### config.mk
export PLATFORM = sky130hd
export DESIGN_NAME = comma_latency_meter
export DESIGN_NICKNAME = d
export VERILOG_FILES = /design/src/rtl/lat_meter_pkg.sv /design/src/rtl/lat_comma_det.sv /design/src/rtl/lat_sat_counter.sv /design/src/rtl/lat_ctrl_fsm.sv /design/src/rtl/comma_latency_meter.sv
export SDC_FILE = /design/constraint.sdc
export NUM_CORES = 1
export LEC_CHECK = 0
export ABC_AREA = 1
export ABC_CLOCK_PERIOD_IN_PS = 4050
export BUFFER_PORTS_ARGS = -buffer_cell sky130_fd_sc_hd__buf_2
export CAP_MARGIN = 20
export CORE_MARGIN = 2
export CORE_UTILIZATION = 35
export DETAILED_ROUTE_END_ITERATION = 7
export HOLD_SLACK_MARGIN = 0.08
export SYNTH_ARGS = -nofsm -noshare
export SYNTH_HDL_FRONTEND = slang
export SYNTH_SLANG_ARGS = --single-unit
### constraint.sdc
create_clock -name clk -period 4.05 [get_ports clk]
set_input_delay 0.2025 -clock clk [delete_from_list [all_inputs] [get_ports clk]]
set_output_delay 0.2025 -clock clk [all_outputs]
set_load 0.01 [all_outputs]
### src/rtl/lat_meter_pkg.sv
package lat_meter_pkg;

    typedef enum logic [1:0] {
        ST_ARMED     = 2'd0,
        ST_COUNTING  = 2'd1,
        ST_HOLDING   = 2'd2,
        ST_HALF_READ = 2'd3
    } lat_state_e;

    localparam logic [7:0] COMMA_K28_1 = 8'h3C;
    localparam logic [7:0] COMMA_K28_5 = 8'hBC;
    localparam logic [7:0] COMMA_K28_7 = 8'hFC;

    function automatic logic is_comma(input logic [7:0] sym, input logic k);
        return k && ((sym == COMMA_K28_1) || (sym == COMMA_K28_5) ||
                     (sym == COMMA_K28_7));
    endfunction

endpackage

### src/rtl/lat_comma_det.sv
module lat_comma_det
    import lat_meter_pkg::*;
(
    input  logic [7:0] sym,
    input  logic       k,
    output logic       hit
);
    always_comb hit = is_comma(sym, k);
endmodule

### src/rtl/lat_sat_counter.sv
module lat_sat_counter #(
    parameter int CNT_W = 20
) (
    input  logic             clk,
    input  logic             rst_n,
    input  logic             load,
    input  logic             inc,
    output logic [CNT_W-1:0] cnt
);
    localparam logic [CNT_W-1:0] CNT_ONE = CNT_W'(1);

    always_ff @(posedge clk or negedge rst_n) begin
        if (!rst_n) begin
            cnt <= '0;
        end else if (load) begin
            cnt <= CNT_ONE;
        end else if (inc && !(&cnt)) begin
            cnt <= cnt + CNT_ONE;
        end
    end
endmodule

### src/rtl/lat_ctrl_fsm.sv
module lat_ctrl_fsm
    import lat_meter_pkg::*;
(
    input  logic       clk,
    input  logic       rst_n,
    input  logic       start_hit,
    input  logic       stop_hit,
    input  logic       rd_hi,
    input  logic       rd_lo,
    output lat_state_e state,
    output logic       cnt_load,
    output logic       cnt_inc,
    output logic       res_capture,
    output logic       res_clear
);
    lat_state_e state_nxt;

    always_ff @(posedge clk or negedge rst_n) begin
        if (!rst_n) begin
            state <= ST_ARMED;
        end else begin
            state <= state_nxt;
        end
    end

    always_comb begin
        state_nxt   = state;
        cnt_load    = 1'b0;
        cnt_inc     = 1'b0;
        res_capture = 1'b0;
        res_clear   = 1'b0;
        unique case (state)
            ST_ARMED: begin
                if (start_hit) begin
                    cnt_load  = 1'b1;
                    state_nxt = ST_COUNTING;
                end
            end
            ST_COUNTING: begin
                if (stop_hit) begin
                    res_capture = 1'b1;
                    state_nxt   = ST_HOLDING;
                end else begin
                    cnt_inc = 1'b1;
                end
            end
            ST_HOLDING: begin
                if (rd_hi) begin
                    state_nxt = ST_HALF_READ;
                end
            end
            ST_HALF_READ: begin
                if (rd_lo) begin
                    res_clear = 1'b1;
                    state_nxt = ST_ARMED;
                end
            end
            default: state_nxt = ST_ARMED;
        endcase
    end
endmodule

### src/rtl/comma_latency_meter.sv
module comma_latency_meter
    import lat_meter_pkg::*;
#(
    parameter int HI_W = 4,
    parameter int LO_W = 16
) (
    input  logic            clk,
    input  logic            rst_n,
    input  logic            start_sel,
    input  logic            stop_sel,
    input  logic [7:0]      start_a_sym,
    input  logic            start_a_k,
    input  logic [7:0]      start_b_sym,
    input  logic            start_b_k,
    input  logic [7:0]      stop_a_sym,
    input  logic            stop_a_k,
    input  logic [7:0]      stop_b_sym,
    input  logic            stop_b_k,
    input  logic            rd_hi,
    input  logic            rd_lo,
    output logic [HI_W-1:0] res_hi,
    output logic [LO_W-1:0] res_lo
);
    localparam int CNT_W    = HI_W + LO_W;
    localparam int NUM_TAPS = 4;

    logic [7:0]          tap_sym [NUM_TAPS];
    logic [NUM_TAPS-1:0] tap_k;
    logic [NUM_TAPS-1:0] tap_hit;
    logic                start_hit;
    logic                stop_hit;
    lat_state_e          state;
    logic                cnt_load;
    logic                cnt_inc;
    logic                res_capture;
    logic                res_clear;
    logic [CNT_W-1:0]    cnt_q;
    logic [CNT_W-1:0]    res_q;

    // Tap order: 0 start A, 1 start B, 2 stop A, 3 stop B
    always_comb begin
        tap_sym[0] = start_a_sym;
        tap_sym[1] = start_b_sym;
        tap_sym[2] = stop_a_sym;
        tap_sym[3] = stop_b_sym;
        tap_k      = {stop_b_k, stop_a_k, start_b_k, start_a_k};
    end

    for (genvar g = 0; g < NUM_TAPS; g++) begin : g_tap
        lat_comma_det u_det (
            .sym (tap_sym[g]),
            .k   (tap_k[g]),
            .hit (tap_hit[g])
        );
    end

    always_comb begin
        start_hit = start_sel ? tap_hit[1] : tap_hit[0];
        stop_hit  = stop_sel  ? tap_hit[3] : tap_hit[2];
    end

    lat_ctrl_fsm u_fsm (
        .clk         (clk),
        .rst_n       (rst_n),
        .start_hit   (start_hit),
        .stop_hit    (stop_hit),
        .rd_hi       (rd_hi),
        .rd_lo       (rd_lo),
        .state       (state),
        .cnt_load    (cnt_load),
        .cnt_inc     (cnt_inc),
        .res_capture (res_capture),
        .res_clear   (res_clear)
    );

    lat_sat_counter #(.CNT_W(CNT_W)) u_cnt (
        .clk   (clk),
        .rst_n (rst_n),
        .load  (cnt_load),
        .inc   (cnt_inc),
        .cnt   (cnt_q)
    );

    always_ff @(posedge clk or negedge rst_n) begin
        if (!rst_n) begin
            res_q <= '0;
        end else if (res_clear) begin
            res_q <= '0;
        end else if (res_capture) begin
            res_q <= cnt_q;
        end
    end

    always_comb begin
        res_hi = res_q[CNT_W-1:LO_W];
        res_lo = res_q[LO_W-1:0];
    end
endmodule

# After elaboration in Yosys (flattened, before gate mapping)
# Cells that the tools add are included.
[totals] ff_bits=42 in_bits=42
[op_classes] addsub=1 n_eq_ne=19 n_mux=19 reduce_logical=19
[ops] op="2-to-1 mux 20 bit" n=4
[ops] op="== test 8 bit, second input constant" n=8
[ops] op="== test 8 x 6 -> 1 bit, second input constant" n=4
[ops] op="adder 20 x 1 -> 20 bit, second input constant" n=1
[ops] op="AND reduction 20 bit" n=1
[ops] op="2-to-1 mux 1 bit" n=10
[ops] op="logical OR 1 bit" n=8
[ops] op="2-to-1 mux 2 bit" n=4
[ops] op="!= test 2 bit, second input constant" n=4
[ops] op="case mux 2 bit (4 select lines)" n=1
[ops] op="logical AND 1 bit" n=5
[ops] op="== test 2 bit, second input constant" n=2
[ops] op="AND reduction 4 bit" n=1
[ops] op="nonzero test 2 bit" n=2
[ops] op="== test 2 x 1 -> 1 bit, second input constant" n=1
[ops] op="zero test 2 bit" n=1
[ops] op="zero test 1 bit" n=1

# Longest topological paths before layout
[depth] depth_word=10 mapped_depth=11 ltp_nobuf=10

# Hierarchy
# Synthesis repeated with hierarchy kept, for this count alone.
[hier_totals] cells_unflattened=356 area_unflattened_um2=2513.7
[by_module_without_submodules] mod="lat_sat_counter" n_inst=1 cells_each=197 area_per_inst_um2=1348.8 seq_area_each_um2=500.5
[by_module_without_submodules] mod="comma_latency_meter" n_inst=1 cells_each=94 area_per_inst_um2=818.3 seq_area_each_um2=500.5
[by_module_without_submodules] mod="lat_ctrl_fsm" n_inst=1 cells_each=33 area_per_inst_um2=216.5 seq_area_each_um2=50.0
[by_module_without_submodules] mod="lat_comma_det" n_inst=4 cells_each=8 area_per_inst_um2=32.5 seq_area_each_um2=0.0

# Worst setup path before layout
# Ideal clock, no wire load.
[synth_path] path_type="flip-flop to flip-flop" start="register u_cnt.cnt[0]" end="register u_cnt.cnt[0]" setup_ps=116 arrival_time_ps=1487 setup_slack_ps=2447 path_stages_with_launch=12 path_buffers=1 period_less_slack_ps=1603 path_cell_list="dfrtp_1 > ha_1 > inv_2 > nor2_4 > nand2_4 > nor2_4 > nand2_2 > nand2_2 > buf_6 > nand2_1 > nand2_1 > nand2_1"
[synth_between] elab_chain_cells=4 word_cells_on_any_way=7 cone_classes="1 x add/sub; 2 x mux; 4 x reduce/logical"
[synth_lines] element="start, declared" line_no="lat_sat_counter.sv:8" source="output logic [CNT_W-1:0] cnt"
[synth_lines] element="start signal, assigned" line_no="lat_sat_counter.sv:18" source="cnt <= cnt + CNT_ONE;"
[synth_lines] element="parallel branches: the longest is 4 deep, another holds adder 20 x 1 -> 20 bit"
# Parallel ways; which one is timed is not known. The select of a mux whose other input is x is not followed.
# A chain may end at the register's enable or synchronous reset.

# Final worst setup path
# Same ends and word-level chain as after synthesis.

==> impl_metrics.yaml <==
status:
  status: "completed"
detailed_routing:
  dr_total_vias: 2319
  firstDrtPassIters: 6
  wl_per_cell_um: 11.3
  antenna_left: 0
  vias_per_cell: 4.68
  route.detailed.drc: 0
  drt_iter0_drc: 99
  routed_wl_mm: 5.62
setup_path:
  critPathMostFrequentCell: "nand2_1"
  max_stage_delay_ns: 0.49
  cp-start-kind: "flop"
  path_cells: "ha_1 -> inv_2 -> nor2_4 -> nand2_4 -> nor2_4 -> nand2_2 -> nand2_2 -> nand2_1 -> nand2_1 -> nand2_1"
  crit_path_end_kind: "flop"
  crit_path_max_fanout: 20
  crit_arrival_ns: 2.14
  path_buf_inv: 1
  crit_required_ns: 4.24
  cp_slowest_cell: "dfrtp_1"
  crit_type: "flop to flop"
  cp_top_family: "simple AND/OR/NAND/NOR gates"
finish:
  antenna_cells: 0
  final_cells: 496
  final_common_cell: "nand2_1"
  drive_gt1_frac: 0.213
  fin_util: 0.436
  final_cell_mix: "123 x nand2_1, 61 x buf_2, 59 x nand3_1"
  syn_to_final_growth_pct: 19.3
  nNetsFinal: 446
floorplanning:
  die-area_um2: 7860
  io_pins: 62
  core_um2: 6870
  die_w_um: 88.7
  start_util: 0.365
  std_cell_rows: 30
  die_h_um: 88.7
global_routing:
  grt_pass1_wl_mm: 9.94
  antenna_found_initial: 0
  grt_pass1_vias: 2197
  grt_remaining_overflow: 0
  grt.total_usage: 0.158
  grt_max_degree: 43
logic_synthesis:
  ys_seq_area_frac: 0.419
  yosysTopAreaCellShare: 0.419
  yosys_warnings: 0
  syn_area_um2: 2510
  synth_area_leaders: "dfrtp_1 42%, nand2_1 18%, nand3_1 12%, xor2_1 4.5%, nor2_1 4.3%"
  ys_ff_latch: 42
  syn_inst: 341
  yosysTopAreaCell: "dfrtp_1"
  ys_types: 24
  postSynthAreaPerCell_um2: 7.36
  synth_nets: 388
sta:
  relSlewSlack: 0.384
  setup_violations: 0
  finalCritPeriodShare: 0.482
  fmaxAchievable_mhz: 513
  period_needed_ns: 1.95
  drv_slew: 0
  hold_viol: 0
  layout_setup_ws_ns: 2.10
  worst_slew_pin_slew_ns: 0.924
  hold_ws_ns: 0.401
  rsz0062_at_grt: "false"
  finClkSkew_ns: 0.00283
  setup_tns_ns: 0
flow_run:
  cap_violations: 0
clock_network:
  h-tree-depth: 2
  clock_sinks: 42
  cts-root-buf: "clkbuf_8"
  clk-insertion-delay-late_ns: 0.29
  clockBufferDepth: 2
  tritoncts: "done"
  cts.reportedPaths.clkPinSlew_ns: 0.08
  cts-buffers-inserted: 5
pwr:
  ir_worst_vdd_mv: 0.179
  p_per_area_nw_per_um2: 371
  p_leak_nw: 1.65
place:
  dpl.hpwl_mm: 4.18
  place_inst: 487
  preCtsSetupSlack_ns: 2.07
  globalplace.congestion: 0.872
  port_buffers: 61
hold_path:
  hold_class: "primary input to flop"
## metal layers
layer	up-vias	share of wire	track usage	routed length, µm
li1	1197	-	-	-
met3	6	0.034	0.0317	191
met1	1069	0.47	0.207	2630
met2	47	0.48	0.261	2720
met5	-	0	0	0
met4	0	0.013	0.0496	75
## final timing paths
kind / start / endpoint / slack, ns / depth (start not counted)
max in group asynchronous: rst_n / u_cnt.cnt[8] / 2.89 / 2
max: u_cnt.cnt[0] / u_cnt.cnt[0] / 2.10 / 10
min: rd_hi / u_fsm.state[1] / 0.40 / 6
min in group asynchronous: rst_n / res_q[17] / 0.58 / 2
min reg2reg: res_q[7] / res_q[7] / 0.50 / 2
max reg2reg: u_cnt.cnt[0] / u_cnt.cnt[0] / 2.10 / 10
## area by class of cell
type | count | area (µm²)
clock inverter | 3 | 40.0
timing repair buffer | 65 | 338
multi-input combinational | 262 | 1290
clock buffer | 5 | 68.8
fill | 724 | 3870
sequential | 42 | 1050
tap | 96 | 120
inverter | 23 | 86.3
## sequential cells by signal (all words and copies together), names as in the netlist
signal,flops
res_q,20
u_fsm.state,2
u_cnt.cnt,20
## synthesized netlist by cell type
cell type  instances
xnor2_1            2
o22ai_1            1
nand3b_1          10
buf_2              5
xor2_1            13
nand4_1            4
clkbuf_1           3
ha_1               5
dfrtp_1           42
buf_1              3
nor2_4             3
nor2_1            29
a21oi_1            1
nor2_2             2
nand3_1           59
nor3_4             1
nand2_2            5
nand2_1          123
inv_1             22
o21ai_0            2
inv_2              1
buf_6              3
nand2_4            1
nor3_1             1
## repair_timing
action,CTS,global route
hold endpoints to repair,42,0
buffers inserted,0,0
gates resized for setup,0,0
hold buffers,1,0
## kinds of logic (layout without fill, tap and decap cells)
| group | count (synthesis) | count (layout) | synth area share |
|---|---|---|---|
| buf+inv | 37 | 96 | 0.0668 |
| xor+xnor | 15 | 15 | 0.0523 |
| simple gates | 238 | 238 | 0.429 |
| compound gates | 4 | 4 | 0.00847 |
| fa+ha+maj | 5 | 5 | 0.0249 |
| flops | 42 | 42 | 0.419 |
## where the power goes
group	switching [W]	internal [W]
sequential	0.0000505	0.000452
clock	0.000142	0.000181
combinational	0.000186	0.0000994
total	0.000379	0.000733
## stage by stage
stage	power, W	instance area (µm²)
detailed placement	0.000796	2880
floorplan	0.000723	2510
global route	0.00120	3000
finish	0.00111	3000
CTS	0.00113	3000
global placement	0.000789	2880
## worst min-delay path: stages
cell and delay, ns:
buf_2 0.08, o22ai_1 0.05, inv_1 0.05, nand3_1 0.12, nand2_1 0.08, o21ai_0 0.07
No activity file was read; power rests on OpenSTA's default activity.
